## src/rtl/scsa_pkg.sv

```systemverilog
package scsa_pkg;

  localparam int SLICE_W = 4;
  // sum bits plus one carry relation per slice
  localparam int PAIRS_PER_SLICE = SLICE_W + 1;

  // bit 0 and bit 1 are the two rails; a healthy pair has them different
  typedef logic [1:0] rail_t;

  function automatic logic rail_ok(input rail_t p);
    return p[0] ^ p[1];
  endfunction

  // plain ripple adder of one slice, result carry in the top bit
  function automatic logic [SLICE_W:0] ripple(input logic [SLICE_W-1:0] x,
                                              input logic [SLICE_W-1:0] y,
                                              input logic               c);
    logic [SLICE_W:0] r;
    logic             k;
    k = c;
    for (int i = 0; i < SLICE_W; i++) begin
      r[i] = x[i] ^ y[i] ^ k;
      k    = (x[i] & y[i]) | (k & (x[i] ^ y[i]));
    end
    r[SLICE_W] = k;
    return r;
  endfunction

endpackage

```

## src/rtl/scsa_tr_cell.sv

```systemverilog
module scsa_tr_cell
  import scsa_pkg::*;
(
  input  rail_t x,
  input  rail_t y,
  output rail_t z
);

  assign z[0] = (x[0] & y[0]) | (x[1] & y[1]);
  assign z[1] = (x[0] & y[1]) | (x[1] & y[0]);

  always_comb begin
    if (rail_ok(x) && rail_ok(y)) begin
      p_cell_pass_r2: assert (rail_ok(z))
        else $error("two-rail cell broke a healthy pair");
    end else begin
      p_cell_flag_r3: assert (!rail_ok(z))
        else $error("two-rail cell masked an invalid pair");
    end
  end

endmodule

```

## src/rtl/scsa_tr_tree.sv

```systemverilog
module scsa_tr_tree
  import scsa_pkg::*;
#(
  parameter int N_PAIRS = 5
) (
  input  logic [2*N_PAIRS-1:0] pairs,
  output rail_t                z
);

  rail_t acc [N_PAIRS];

  assign acc[0] = pairs[1:0];

  for (genvar i = 1; i < N_PAIRS; i++) begin : g_cell
    scsa_tr_cell u_cell (
      .x (acc[i-1]),
      .y (pairs[2*i+1 -: 2]),
      .z (acc[i])
    );
  end

  assign z = acc[N_PAIRS-1];

endmodule

```

## src/rtl/scsa_slice.sv

```systemverilog
module scsa_slice
  import scsa_pkg::*;
(
  input  logic [SLICE_W-1:0]           a,
  input  logic [SLICE_W-1:0]           b,
  input  logic                         cin,
  input  logic [SLICE_W-1:0]           inj0,
  input  logic [SLICE_W-1:0]           inj1,
  output logic [SLICE_W-1:0]           sum,
  output logic                         cout,
  output logic [2*PAIRS_PER_SLICE-1:0] pairs
);

  localparam logic [SLICE_W:0] ONE = (SLICE_W+1)'(1);

  logic [SLICE_W:0]   rail0, rail1, inc0;
  logic [SLICE_W-1:0] s0, s1;
  logic               c0, c1, c1_pred;

  // two speculative adders
  assign rail0 = ripple(a, b, 1'b0);
  assign rail1 = ripple(a, b, 1'b1);

  assign s0 = rail0[SLICE_W-1:0] ^ inj0;
  assign s1 = rail1[SLICE_W-1:0] ^ inj1;
  assign c0 = rail0[SLICE_W];
  assign c1 = rail1[SLICE_W];

  // carry-1 result predicted from the carry-0 result
  assign inc0    = {1'b0, s0} + ONE;
  assign c1_pred = c0 | inc0[SLICE_W];

  for (genvar i = 0; i < SLICE_W; i++) begin : g_sum_pair
    assign pairs[2*i]   = s1[i];
    assign pairs[2*i+1] = ~inc0[i];
  end
  assign pairs[2*SLICE_W]   = c1;
  assign pairs[2*SLICE_W+1] = ~c1_pred;

  // true carry picks the result
  assign sum  = cin ? s1 : s0;
  assign cout = cin ? c1 : c0;

  always_comb begin
    if (inj0 == '0 && inj1 == '0) begin
      p_rails_agree_r2: assert ({c1, s1} == ({c0, s0} + ONE))
        else $error("speculative adders disagree without injection");
    end
  end

endmodule

```

## src/rtl/scsa_adder.sv

```systemverilog
module scsa_adder
  import scsa_pkg::*;
#(
  parameter int WIDTH = 24
) (
  input  logic [WIDTH-1:0]   a,
  input  logic [WIDTH-1:0]   b,
  input  logic               cin,
  input  logic [2*WIDTH-1:0] inj_mask,
  output logic [WIDTH-1:0]   sum,
  output logic               cout,
  output logic [1:0]         err_pair,
  output logic               err
);

  localparam int SLICES  = WIDTH / SLICE_W;
  localparam int N_PAIRS = SLICES * PAIRS_PER_SLICE;
  localparam int PW      = 2 * PAIRS_PER_SLICE;

  logic [SLICES:0]      carry;
  logic [2*N_PAIRS-1:0] all_pairs;
  rail_t                tree_z;

  assign carry[0] = cin;

  for (genvar s = 0; s < SLICES; s++) begin : g_slice
    scsa_slice u_slice (
      .a     (a[s*SLICE_W +: SLICE_W]),
      .b     (b[s*SLICE_W +: SLICE_W]),
      .cin   (carry[s]),
      .inj0  (inj_mask[s*SLICE_W +: SLICE_W]),
      .inj1  (inj_mask[WIDTH + s*SLICE_W +: SLICE_W]),
      .sum   (sum[s*SLICE_W +: SLICE_W]),
      .cout  (carry[s+1]),
      .pairs (all_pairs[s*PW +: PW])
    );
  end

  assign cout = carry[SLICES];

  scsa_tr_tree #(.N_PAIRS(N_PAIRS)) u_tree (
    .pairs (all_pairs),
    .z     (tree_z)
  );

  assign err_pair = tree_z;
  assign err      = ~(tree_z[0] ^ tree_z[1]);

  always_comb begin
    if (inj_mask == '0) begin
      p_sum_r1: assert ({cout, sum} == ({1'b0, a} + {1'b0, b} + {{WIDTH{1'b0}}, cin}))
        else $error("sum mismatch");
      p_clean_r2: assert (!err)
        else $error("error raised without injection");
    end else begin
      p_inject_seen_r4: assert (err)
        else $error("injected fault not flagged");
    end
  end

endmodule

```

## config.mk

```make
export PLATFORM = sky130hd
export DESIGN_NAME = scsa_adder
export DESIGN_NICKNAME = d
export VERILOG_FILES = /design/src/rtl/scsa_pkg.sv /design/src/rtl/scsa_tr_cell.sv /design/src/rtl/scsa_tr_tree.sv /design/src/rtl/scsa_slice.sv /design/src/rtl/scsa_adder.sv
export SDC_FILE = /design/constraint.sdc
export NUM_CORES = 1
export LEC_CHECK = 0
export ABC_AREA = 0
export ABC_CLOCK_PERIOD_IN_PS = 4900
export BUFFER_PORTS_ARGS = -buffer_cell sky130_fd_sc_hd__buf_2
export CORE_MARGIN = 2
export CORE_UTILIZATION = 52
export DETAILED_ROUTE_END_ITERATION = 10
export PLACE_DENSITY = 0.82
export SYNTH_ARGS = -nofsm -noshare
export SYNTH_HDL_FRONTEND = slang
export SYNTH_SLANG_ARGS = --single-unit
```

## constraint.sdc

```tcl
create_clock -name vclk -period 4.9
set_clock_uncertainty 0.1 [all_clocks]
set_input_delay 0 -clock vclk [all_inputs]
set_output_delay 0 -clock vclk [all_outputs]
set_load 0.02 [all_outputs]
```

# Word-level counts from Yosys, hierarchy flattened
# Index checks and enable logic that the tools add are counted.
[op_classes]
add_sub_neg = 6
mul = 0
div = 0
magnitude_cmp = 0
n_eq_ne = 0
shift = 0
n_mux = 12
n_bitwise = 392
n_reduce_logical = 0
[op_table]
columns = ["operator", "count"]
rows = [
  ["AND 1 bit", 176],
  ["OR 1 bit", 106],
  ["XOR 1 bit", 61],
  ["XOR 4 bit", 12],
  ["NOT 1 bit", 37],
  ["adder 4 x 1 -> 5 bit, second input constant", 6],
  ["two-way mux 4 bit", 6],
  ["two-way mux 1 bit", 6],
]
[word_totals]
ff_bits = 0
latchBits = 0
mem_bits_rw = 0
romBits = 0
out_inout_bits = 28
word_cells = 410
memories = 0

# Longest topological paths before layout
# Gate-level depths: netlist of the first run.
[depth]
depth_word = 69
mapped_depth = 17
depth_no_buf = 17

# Modules after synthesis
# Synthesis of the first run repeated with hierarchy kept, for this count alone.
[hier_totals]
cells_unflattened = 281
area_unflattened_um2 = 2835.2
[by_module_without_submodules]
columns = ["mod", "instances", "cells_each", "area_each_um2", "seq_area_each_um2"]
rows = [
  ["scsa_slice at g_slice[2].u_slice ...", 4, 37, 385.4, 0.0],
  ["scsa_tr_cell", 29, 2, 17.5, 0.0],
  ["scsa_slice at g_slice[1].u_slice", 1, 37, 396.6, 0.0],
  ["scsa_slice at g_slice[0].u_slice", 1, 37, 380.4, 0.0],
  ["scsa_adder", 1, 1, 8.8, 0.0],
]

# Least setup slack after synthesis of the first run
# OpenSTA, ideal clock, no wires.
[synth_timing]
kind = "input port to output port"
start = "input a[0]"
end = "output sum[21]"
arrival_time_ns = 3.485
setup_slack_ns = 1.315
path_stages = 14
n_path_buf = 0
path_cell_list = "ha_1 > inv_1 > fa_1 > fa_1 > fa_1 > mux2i_4 > mux2i_2 > nor2_2 > a21oi_4 > nor2_2 > a21oi_4 > nor2_2 > a21oi_4 > mux2i_1"
[synth_between]
elab_chain_len = 14
[synth_rtl]
columns = ["element", "line", "rtl"]
rows = [
  ["start, declared", "scsa_adder.sv:6", "input logic [WIDTH-1:0] a,"],
  ["AND 1 bit / XOR 1 bit (equally long branches)", "n/a", ""],
  ["OR 1 bit", "scsa_pkg.sv:23", "k = (x[i] & y[i]) | (k & (x[i] ^ y[i]));"],
  ["AND 1 bit", "scsa_pkg.sv:23", ""],
  ["OR 1 bit", "scsa_pkg.sv:23", ""],
  ["AND 1 bit", "scsa_pkg.sv:23", ""],
  ["OR 1 bit", "scsa_pkg.sv:23", ""],
  ["AND 1 bit", "scsa_pkg.sv:23", ""],
  ["OR 1 bit", "scsa_pkg.sv:23", ""],
  ["two-way mux 1 bit * (5 in series)", "scsa_slice.sv:42", "assign cout = cin ? c1 : c0;"],
  ["two-way mux 4 bit *", "scsa_slice.sv:41", "assign sum = cin ? s1 : s0;"],
  ["end, declared", "scsa_adder.sv:10", "output logic [WIDTH-1:0] sum,"],
]
# Every way passes the cells marked *; elsewhere a longest branch is shown, timed or not.

# Final worst setup path of the first run
[layout_timing]
start = "input a[4]"
end = "output err_pair[1]"
[layout_between]
elab_chain_len = 54
[layout_rtl]
columns = ["element", "line", "rtl"]
rows = [
  ["XOR 1 bit", "n/a", ""],
  ["XOR 4 bit", "scsa_slice.sv:24", "assign s0 = rail0[SLICE_W-1:0] ^ inj0;"],
  ["adder 4 x 1 -> 5 bit", "scsa_slice.sv:30", "assign inc0 = {1'b0, s0} + ONE;"],
  ["NOT 1 bit", "scsa_slice.sv:35", "assign pairs[2*i+1] = ~inc0[i];"],
  ["AND 1 bit (on tied branches)", "scsa_tr_cell.sv:9, scsa_tr_cell.sv:10", ""],
  ["OR 1 bit (on tied branches)", "scsa_tr_cell.sv:9, scsa_tr_cell.sv:10", ""],
  ["AND 1 bit (on tied branches)", "scsa_tr_cell.sv:9, scsa_tr_cell.sv:10", ""],
  ["OR 1 bit (on tied branches)", "scsa_tr_cell.sv:9, scsa_tr_cell.sv:10", ""],
  ["(+38 left out)", "n/a", ""],
  ["AND 1 bit (on tied branches)", "scsa_tr_cell.sv:9, scsa_tr_cell.sv:10", ""],
  ["OR 1 bit (on tied branches)", "scsa_tr_cell.sv:9, scsa_tr_cell.sv:10", ""],
  ["AND 1 bit (on tied branches)", "scsa_tr_cell.sv:9, scsa_tr_cell.sv:10", ""],
  ["OR 1 bit (on tied branches)", "scsa_tr_cell.sv:9, scsa_tr_cell.sv:10", ""],
  ["AND 1 bit (on tied branches)", "scsa_tr_cell.sv:9, scsa_tr_cell.sv:10", ""],
  ["OR 1 bit (on tied branches)", "scsa_tr_cell.sv:9, scsa_tr_cell.sv:10", ""],
  ["AND 1 bit", "scsa_tr_cell.sv:10", "assign z[1] = (x[0] & y[1]) | (x[1] & y[0]);"],
  ["OR 1 bit *", "scsa_tr_cell.sv:10", ""],
  ["end, declared", "scsa_adder.sv:12", "output logic [1:0] err_pair,"],
]
# Marks and branches as above.

==> results of run 1 <==
-- per-layer routing --
layer / wire (um) / track usage [%] / up-vias / share of wire (%)
li1: - / - / 1554 / -
met1: 3010 / 27.1 / 1420 / 42
met2: 3700 / 41.7 / 91 / 52
met3: 399 / 1.91 / 8 / 5.6
met4: 68 / 2.71 / 0 / 0.95
met5: 0 / 0 / - / 0
-- worst max-delay path, delay by kind of cell --
| kind | cells | cell delay (ps) |
|---|---|---|
| AOI/OAI and AO/OA | 8 | 1750 |
| xor gates and xnor gates | 1 | 380 |
| adders and majority gates | 4 | 1330 |
| buffers and inverters | 4 | 400 |
| and+or+nand+nor | 1 | 140 |
-- power breakdown --
part / internal (mW) / leakage [nW] / switching [mW]
logic: 0.389 / 1.83 / 0.580
clock network: 0 / 0 / 0
registers: 0 / 0 / 0
total: 0.389 / 1.83 / 0.580
-- through the flow --
| step | area, sq um | worst slack [ps] | util [%] |
|---|---|---|---|
| floorplan | 3050 | 1320 | - |
| global placement | 3760 | 951 | 67.4 |
| detailed placement | 3760 | 836 | 67.4 |
| CTS | 3760 | 823 | 67.4 |
| global route | 3760 | 432 | 67.4 |
| finish | 3760 | 792 | 67.4 |
-- kinds of logic after synthesis --
logic type / after synthesis
AO/OA/AOI/OAI: 108
buffers and inverters: 73
XOR/XNOR: 71
AND/OR/NAND/NOR: 59
adder cells (fa/ha/maj): 53
multiplexers: 15
-- worst max path at each step --
stage,startpoint,end,slack [ps],cells after the start
after floorplan,a[0],sum[21],1320,14
after global placement,a[0],cout,950,16
after detailed placement,a[8],err_pair[0],840,18
after CTS,a[8],err_pair[0],820,18
after global routing,a[8],err_pair[1],430,18
final,a[4],err_pair[1],790,18
-- synthesized netlist by cell type, types with 2 or more instances --
library cell / number / area [sq um]
a21o_1: 2 / 15.0
a21oi_1: 24 / 120
a21oi_4: 3 / 48.8
a221oi_1: 2 / 17.5
a22o_1: 2 / 17.5
a22oi_1: 9 / 67.6
a311oi_1: 5 / 43.8
a31oi_1: 3 / 18.8
fa_1: 36 / 721
ha_1: 17 / 213
inv_1: 71 / 267
mux2_2: 2 / 22.5
mux2i_1: 10 / 100
nand2_1: 21 / 78.8
nand3_1: 2 / 10.0
nand4_1: 3 / 18.8
nor2_1: 11 / 41.3
nor2_2: 3 / 18.8
nor2b_1: 6 / 37.5
nor3_1: 5 / 25.0
nor4_1: 2 / 12.5
o21ai_0: 19 / 95.1
o21ai_1: 5 / 25.0
o22ai_1: 17 / 106
o41ai_1: 8 / 70.1
xnor2_1: 40 / 350
xor2_1: 29 / 254
xor2_2: 2 / 32.5
-- cell type report --
type | count | area, sq um | area share, %
tap | 72 | 90.1 | 2.40
timing repair buffer | 125 | 626 | 16.7
multi-input combinational | 306 | 2770 | 73.8
inverter | 72 | 270 | 7.19
==> flow_summary_export.csv, run 1 <==
group,metric,value,unit
routing,drc_errors,0,
global_route,grt_pass1_vias,2947,
routing,wl_per_cell,12.5,um
critical_path,cpPeakStageDelay,460,ps
timing,clock.fmax,0.243,GHz
power_and_ir_drop,irDropWorstVdd,0.184,mV
critical_path,crit_path_max_fanout,5,
global_route,antenna_found_initial,0,
floorplan,std_cell_rows,27,
floorplan,chipHeight,80.6,um
place,gp_congestion,0.871,
floorplan,ios,125,
power_and_ir_drop,power.leakage,1.83,nW
yosys,avgSynthCellArea,8.05,sq um
floorplan,coreArea,0.00557,sq mm
global_route,gr-total-overflow,0,
critical_path,end_kind,"output port",
timing,worst_pin_slew,580,ps
min_path,holdPathEnd,"sum[3]",
power_and_ir_drop,finalPower,0.968,mW
critical_path,cp.arrival,4010,ps
floorplan,die-area,0.00649,sq mm
critical_path,criticalPathCategory,"in -> out",
cells_and_area,nFlopsAndLatches,0,
timing,maxSlewViolCount,0,
cells_and_area,n_fill_cell,496,
timing,rsz0062_at_grt,"no",
global_route,grt_pass1_wl,11900,um
cells_and_area,final_cell_mix,"buf_2 (125), inv_1 (71), xnor2_1 (40)",
global_route,grt_usage,21.8,%
global_route,grt_max_degree,10,
routing,route.vias.total,3073,
timing,finalCriticalPeriod,4110,ps
routing,vias_per_cell,5.34,
cells_and_area,final_cells,575,
timing,finalHoldViolations,0,
min_path,hp-start,"cin",
timing,finalCritPeriodShare,83.8,%
run_status,outcome,"completed",
cts,postCtsSetupBuffers,0,
critical_path,worst_path_max_delay_cell,"fa_1",
cells_and_area,drive_gt1_share,28.2,%
timing,setup_tns,0,ps
yosys,synth_compound_area_share,24.2,%
cells_and_area,num-nets-final,655,
yosys,synth_top_family_by_area,"adder cells",
routing,drt_iter0_drc,148,
routing,antenna_left,0,
min_path,min_delay_path_depth,4,
job,cap_viol_max_count,0,
critical_path,cpMostUsedCell,"a21oi_1",
place,port_buffers,125,
cells_and_area,area_growth,23.2,%
critical_path,startpoint_type,"primary input",
cells_and_area,final_common_cell,"buf_2",
power_and_ir_drop,power-per-cell-area,258,mW/mm^2
cells_and_area,antenna_cells,0,
routing,firstDrtPassIters,4,
yosys,synth_xor_area_share,20.9,%
cts,postCtsHoldBufs,0,
yosys,netlist_area,0.00305,sq mm
yosys,synth_nets,529,
timing,whs,354,ps
yosys,synthAdderAreaFrac,30.6,%
yosys,ys_warn_count,0,
cts,cts_resized,0,
yosys,synthMuxAreaShare,5.58,%
floorplan,die_w,80.6,um
critical_path,worstPathRequired,4800,ps
place,dp_hpwl,6480,um
floorplan,initial_core_util,54.7,%
cells_and_area,seqCellArea,0,sq um
place,placed_cells,575,
routing,drt-total-wl,7170,um
min_path,min_path_type,"in -> out",
timing,maxSlewHeadroom,61.1,%
yosys,netlist_instances,379,
critical_path,crit_chain,"buf_2 > ha_1 > inv_1 > fa_1 > fa_1 > inv_1 > fa_1 > xor2_1 > a21oi_1 > o211ai_2 > a21oi_1 > o21ai_0 > a21oi_1 > o21ai_1 > a21oi_1 > o41ai_1 > nand4_1 > buf_2",
timing,setup_viol,0,
yosys,synth-simple-area-share,9.60,%
yosys,seq_area_frac_synth,0,%
yosys,synthDistinctLibCells,48,
cells_and_area,clkbuf_count,0,
Note: power is estimated with default switching activity, not from simulation.
==> run 2: changes to the inputs <==
- ABC_CLOCK_PERIOD_IN_PS: 4900 -> 3300
- CORE_UTILIZATION: 52 -> 47
- PLACE_DENSITY: 0.82 -> 0.78
- clock period: 4.9 -> 3.3 ns (I/O delays scaled with it)
==> run 2 against run 1 <==
  * Die area rose by 10%
  * Routed wire length up 42%
  * Largest cell class unchanged
  * The run now ends with negative setup slack left
  * Largest power group unchanged
  * First-iteration DRC count increased by 6.1%
  * Hold slack got worse by 5.8 ps
  * Total power grew 130%
  * Count of clock-buffer cells in the layout stayed put
  * Setup slack got worse by 1600 ps
  * Via count increased by 17%
==> flow_summary_export.csv, run 2 (synthesis results as in run 1) <==
group,metric,value,unit
cells_and_area,clkbuf_count,0,
cells_and_area,nFlopsAndLatches,0,
critical_path,startpoint,"a[4]",
power_and_ir_drop,p_seq_share,0,%
routing,route.vias.total,3582,
floorplan,ios,125,
critical_path,criticalPathCategory,"in -> out",
cells_and_area,n_fill_cell,420,
global_route,grt_pass1_vias,3641,
critical_path,crit_chain,"buf_2 > ha_1 > inv_1 > fa_2 > fa_2 > inv_2 > fa_2 > xnor2_2 > nor3_1 > o211ai_2 > a21oi_2 > o21ai_4 > a21oi_4 > o21ai_4 > a21oi_4 > o41ai_2 > nand4_1 > buf_4",
global_route,grt_max_degree,10,
place,gp_congestion,0.924,
cells_and_area,drive_gt1_share,50.8,%
timing,rsz0062_at_grt,"yes",
timing,clock.fmax,0.241,GHz
run_status,violations,"negative setup slack",
place,dp_hpwl,7530,um
cells_and_area,area_growth,61.6,%
min_path,holdPathEnd,"sum[1]",
min_path,min_path_type,"in -> out",
power_and_ir_drop,finalPower,2.22,mW
timing,finalHoldViolations,0,
critical_path,worstPathRequired,3200,ps
power_and_ir_drop,p_int,0.964,mW
min_path,min_delay_path_depth,3,
cells_and_area,seqCellArea,0,sq um
power_and_ir_drop,comb_power_share,100.0,%
timing,setup_viol,4,
critical_path,worst_path_max_delay_cell,"fa_2",
floorplan,initial_core_util,48.3,%
floorplan,chipHeight,84.5,um
place,port_buffers,125,
cells_and_area,final_cell_mix,"buf_2 (113), inv_1 (62), buf_4 (54)",
critical_path,crit_path_max_fanout,5,
routing,met3_length,530,um
timing,maxSlewViolCount,0,
min_path,hp-start,"cin",
power_and_ir_drop,power-per-cell-area,451,mW/mm^2
timing,finalCritPeriodShare,126,%
routing,wirelength_met1,3760,um
critical_path,cpMostUsedCell,"fa_2",
routing,wl_per_cell,16.0,um
timing,worst_pin_slew,689,ps
global_route,antenna_found_initial,0,
cts,postCtsHoldBufs,0,
timing,setup_tns,-2150,ps
critical_path,cp.arrival,4050,ps
floorplan,std_cell_rows,29,
floorplan,die-area,0.00715,sq mm
cells_and_area,num-nets-final,713,
floorplan,coreArea,0.00631,sq mm
routing,antenna_left,0,
cells_and_area,antenna_cells,0,
run_status,outcome,"finished, violations left",
routing,wl_met2,5620,um
critical_path,cpPeakStageDelay,500,ps
routing,drc_errors,0,
routing,firstDrtPassIters,4,
power_and_ir_drop,switchingPower,1.26,mW
critical_path,end_kind,"output port",
routing,top_layer,"met4",
global_route,grt_usage,24.7,%
timing,finalCriticalPeriod,4150,ps
place,preCtsSetupSlack,-704,ps
global_route,grt_pass1_wl,15100,um
cells_and_area,multiInputGateArea,0.00339,sq mm
routing,vias_per_cell,5.61,
power_and_ir_drop,p_clk_share,0,%
timing,maxSlewHeadroom,53.7,%
job,cap_viol_max_count,0,
critical_path,startpoint_type,"primary input",
routing,drt_iter0_drc,157,
power_and_ir_drop,irDropWorstVdd,0.291,mV
power_and_ir_drop,swShare,56.6,%
routing,drt-total-wl,10200,um
power_and_ir_drop,power.leakage,2.26,nW
floorplan,die_w,84.5,um
cells_and_area,final_common_cell,"buf_2",
timing,worst_slack,-848,ps
global_route,gr-total-overflow,0,
## run 2: changes by cell type in the layout (fill, tap and decap cells not counted), moves of 10 or more
cell and delta:
fa_2 +12, buf_4 +54, buf_6 +12, fa_1 -12, a21oi_4 +15, a21oi_1 -17
buf_2 -12, o21ai_4 +10
## run 2: power groups by stage
| stage | Sequential [mW] | Combinational [mW] | Clock, mW |
|---|---|---|---|
| 6_report | 0 | 2.22 | 0 |
| 2_1_floorplan | 0 | 1.16 | 0 |
| 3_5_place_dp | 0 | 1.70 | 0 |
| 5_1_grt | 0 | 2.36 | 0 |
| 4_1_cts | 0 | 1.95 | 0 |
| 3_3_place_gp | 0 | 1.64 | 0 |
## run 2: critical path, delay by kind of cell
kind | cells | cell delay, ps
fa+ha+maj | 4 | 1330
buf+inv | 4 | 430
simple gates | 2 | 310
xor+xnor | 1 | 280
compound gates | 7 | 1680
## run 2: final cells by class
cell class / instances / area share (%)
Timing Repair Buffer: 183 / 23.8
Tap cell: 77 / 1.96
Multi-Input combinational cell: 306 / 68.8
Inverter: 72 / 5.49
## run 2: worst max path at each step
| stage | to | slack [ps] | cells after the start |
|---|---|---|---|
| 4_1_cts | err_pair[0] | -580 | 18 |
| 2_1_floorplan | err_pair[0] | -150 | 16 |
| 6_report | err_pair[0] | -850 | 18 |
| 3_3_place_gp | err_pair[0] | -490 | 18 |
| 3_5_place_dp | err_pair[0] | -700 | 18 |
| 5_1_grt | err_pair[1] | -930 | 18 |
## run 2: layer usage
| layer | vias up | track usage (%) |
|---|---|---|
| met3 | 28 | 2.46 |
| met2 | 151 | 50.2 |
| met1 | 1737 | 27.7 |
| li1 | 1666 | - |
| met5 | - | 0 |
| met4 | 0 | 4.18 |
## run 2: repair_timing
| action | in CTS | in global routing |
|---|---|---|
| gates resized for setup | 64 | 50 |
| buffers inserted | 7 | 4 |
| pin swaps | 22 | 33 |
| endpoints found under the hold margin | 0 | 0 |
| endpoints found under the setup margin | 8 | 8 |
## run 2: metrics by stage
| step | util [%] | instances | hold slack (ps) | cell area [sq um] |
|---|---|---|---|---|
| 2_1_floorplan | - | 379 | 143 | 3190 |
| 3_3_place_gp | 67.5 | 627 | 337 | 4260 |
| 3_5_place_dp | 67.5 | 627 | 349 | 4260 |
| 4_1_cts | 73.3 | 634 | 350 | 4630 |
| 5_1_grt | 78.0 | 638 | 399 | 4930 |
| 6_report | 78.0 | 638 | 348 | 4930 |
==> run 3: changes to the inputs <==
- CORE_MARGIN: 2 -> 5
==> run 3 against run 2 <==
  * The flow still finishes with violations (negative setup slack)
  * Flip-flop and latch count unchanged
  * Setup slack improved by 46 ps
  * Design area decreased by 2.6%
  * Critical path type unchanged
  * Fmax increased by 1.1%
  * Hold slack got worse by 6.3 ps
  * Largest cell class unchanged
  * Critical endpoint is now err_pair[1]
  * Largest power group unchanged
  * Count of clock-buffer cells in the layout unchanged
  * Routed wire length decreased by 4.7%
  * Global-route usage decreased by 3.9 points
==> flow_summary_export.csv, run 3 (synthesis results as in run 1) <==
group,metric,value,unit
routing,antenna_left,0,
floorplan,std_cell_rows,29,
cells_and_area,final_cell_mix,"buf_2 (115), inv_1 (64), buf_4 (57)",
routing,drt-total-wl,9720,um
cells_and_area,area_growth,57.4,%
cells_and_area,seqCellArea,0,sq um
critical_path,end_kind,"output port",
timing,clock.fmax,0.244,GHz
cells_and_area,n_fill_cell,444,
power_and_ir_drop,comb_power_share,100.0,%
power_and_ir_drop,finalPower,2.10,mW
routing,route.vias.total,3441,
global_route,grt_usage,20.8,%
cells_and_area,antenna_cells,0,
place,port_buffers,125,
floorplan,die_w,90.5,um
cells_and_area,num-nets-final,713,
critical_path,criticalPathCategory,"in -> out",
place,gp_congestion,0.887,
timing,worst_slack,-802,ps
global_route,grt_max_degree,10,
power_and_ir_drop,p_clk_share,0,%
place,dp_hpwl,7720,um
floorplan,coreArea,0.00631,sq mm
cells_and_area,nFlopsAndLatches,0,
critical_path,worstPathRequired,3200,ps
run_status,violations,"negative setup slack",
power_and_ir_drop,swShare,56.9,%
cells_and_area,final_common_cell,"buf_2",
place,preCtsSetupSlack,-670,ps
critical_path,startpoint_type,"primary input",
cells_and_area,clkbuf_count,0,
floorplan,initial_core_util,48.3,%
critical_path,crit_path_max_fanout,5,
run_status,outcome,"finished, violations left",
floorplan,ios,125,
timing,finalCriticalPeriod,4100,ps
routing,vias_per_cell,5.39,
timing,setup_viol,3,
global_route,gr-total-overflow,0,
timing,finalCritPeriodShare,124,%
floorplan,chipHeight,90.5,um
power_and_ir_drop,switchingPower,1.19,mW
timing,maxSlewViolCount,0,
job,cap_viol_max_count,0,
global_route,antenna_found_initial,0,
timing,worst_pin_slew,661,ps
timing,setup_tns,-2050,ps
floorplan,die-area,0.00820,sq mm
power_and_ir_drop,p_int,0.902,mW
power_and_ir_drop,power.leakage,2.22,nW
cells_and_area,stdcell_area,0.00480,sq mm
timing,maxSlewHeadroom,55.6,%
routing,drt_iter0_drc,212,
min_path,min_path_type,"in -> out",
routing,wl_per_cell,15.2,um
critical_path,cp.arrival,4000,ps
power_and_ir_drop,power-per-cell-area,437,mW/mm^2
place,place_area,0.00428,sq mm
cells_and_area,drive_gt1_share,49.4,%
routing,firstDrtPassIters,4,
power_and_ir_drop,p_seq_share,0,%
global_route,grt_pass1_wl,15200,um
timing,finalHoldViolations,0,
routing,drc_errors,0,
timing,rsz0062_at_grt,"yes",
global_route,grt_pass1_vias,3626,
power_and_ir_drop,irDropWorstVdd,0.281,mV
==> run 3: area by class of cell <==
cell class                      count  area (sq um)  area share (%)
Inverter                           72           270            5.63
Multi-Input combinational cell    306          3300            68.8
Tap cell                           77          96.3            2.01
Timing Repair Buffer              183          1130            23.6
==> run 3: what timing repair did <==
| item | CTS | global route |
|---|---|---|
| pin swaps | 14 | 18 |
| gates resized for setup | 40 | 55 |
| setup endpoints to repair | 8 | 8 |
| hold buffers | 0 | 0 |
| setup buffers | 4 | 5 |
==> run 3: power by group through the flow <==
stage               clock network (mW)  logic, mW  registers [mW]
floorplan                            0       1.16               0
global placement                     0       1.65               0
detailed placement                   0       1.70               0
CTS                                  0       1.83               0
global route                         0       2.26               0
finish                               0       2.10               0
==> run 3: through the flow <==
stage | utilization, % | instances | hold WS [ps]
finish | 76.0 | 638 | 342
global route | 76.0 | 638 | 359
CTS | 70.8 | 633 | 348
detailed placement | 67.7 | 629 | 347
global placement | 67.7 | 629 | 339
floorplan | - | 379 | 143
==> run 3: path summary, 6_finish.rpt <==
check                         from     endpoint  slack (ps)  depth (start not counted)
worst max-delay path          a[8]  err_pair[1]        -800                         19
worst min-delay path  inj_mask[44]      sum[20]         340                          4
==> run 3: routing by layer <==
layer / share of wire (%) / GRT usage [%] / up-vias / routed length (um)
li1: - / - / 1670 / -
met3: 5.6 / 2.58 / 16 / 542
met2: 55 / 40.7 / 115 / 5360
met4: 1.5 / 2.61 / 0 / 146
met5: 0 / 0 / - / 0
met1: 38 / 24.3 / 1640 / 3670
==> run 3: worst max-delay path: stages <==
cell and delay (ps):
buf_6 80, ha_4 120, inv_2 30, fa_2 330, fa_2 340, inv_2 60
fa_1 450, xor2_2 320, a311oi_2 170, o32ai_2 240, buf_4 190, a21oi_4 50
o21ai_4 230, a21oi_4 110, o21ai_4 340, a21oi_2 160, o41ai_1 390, nand4_1 190
buf_2 200
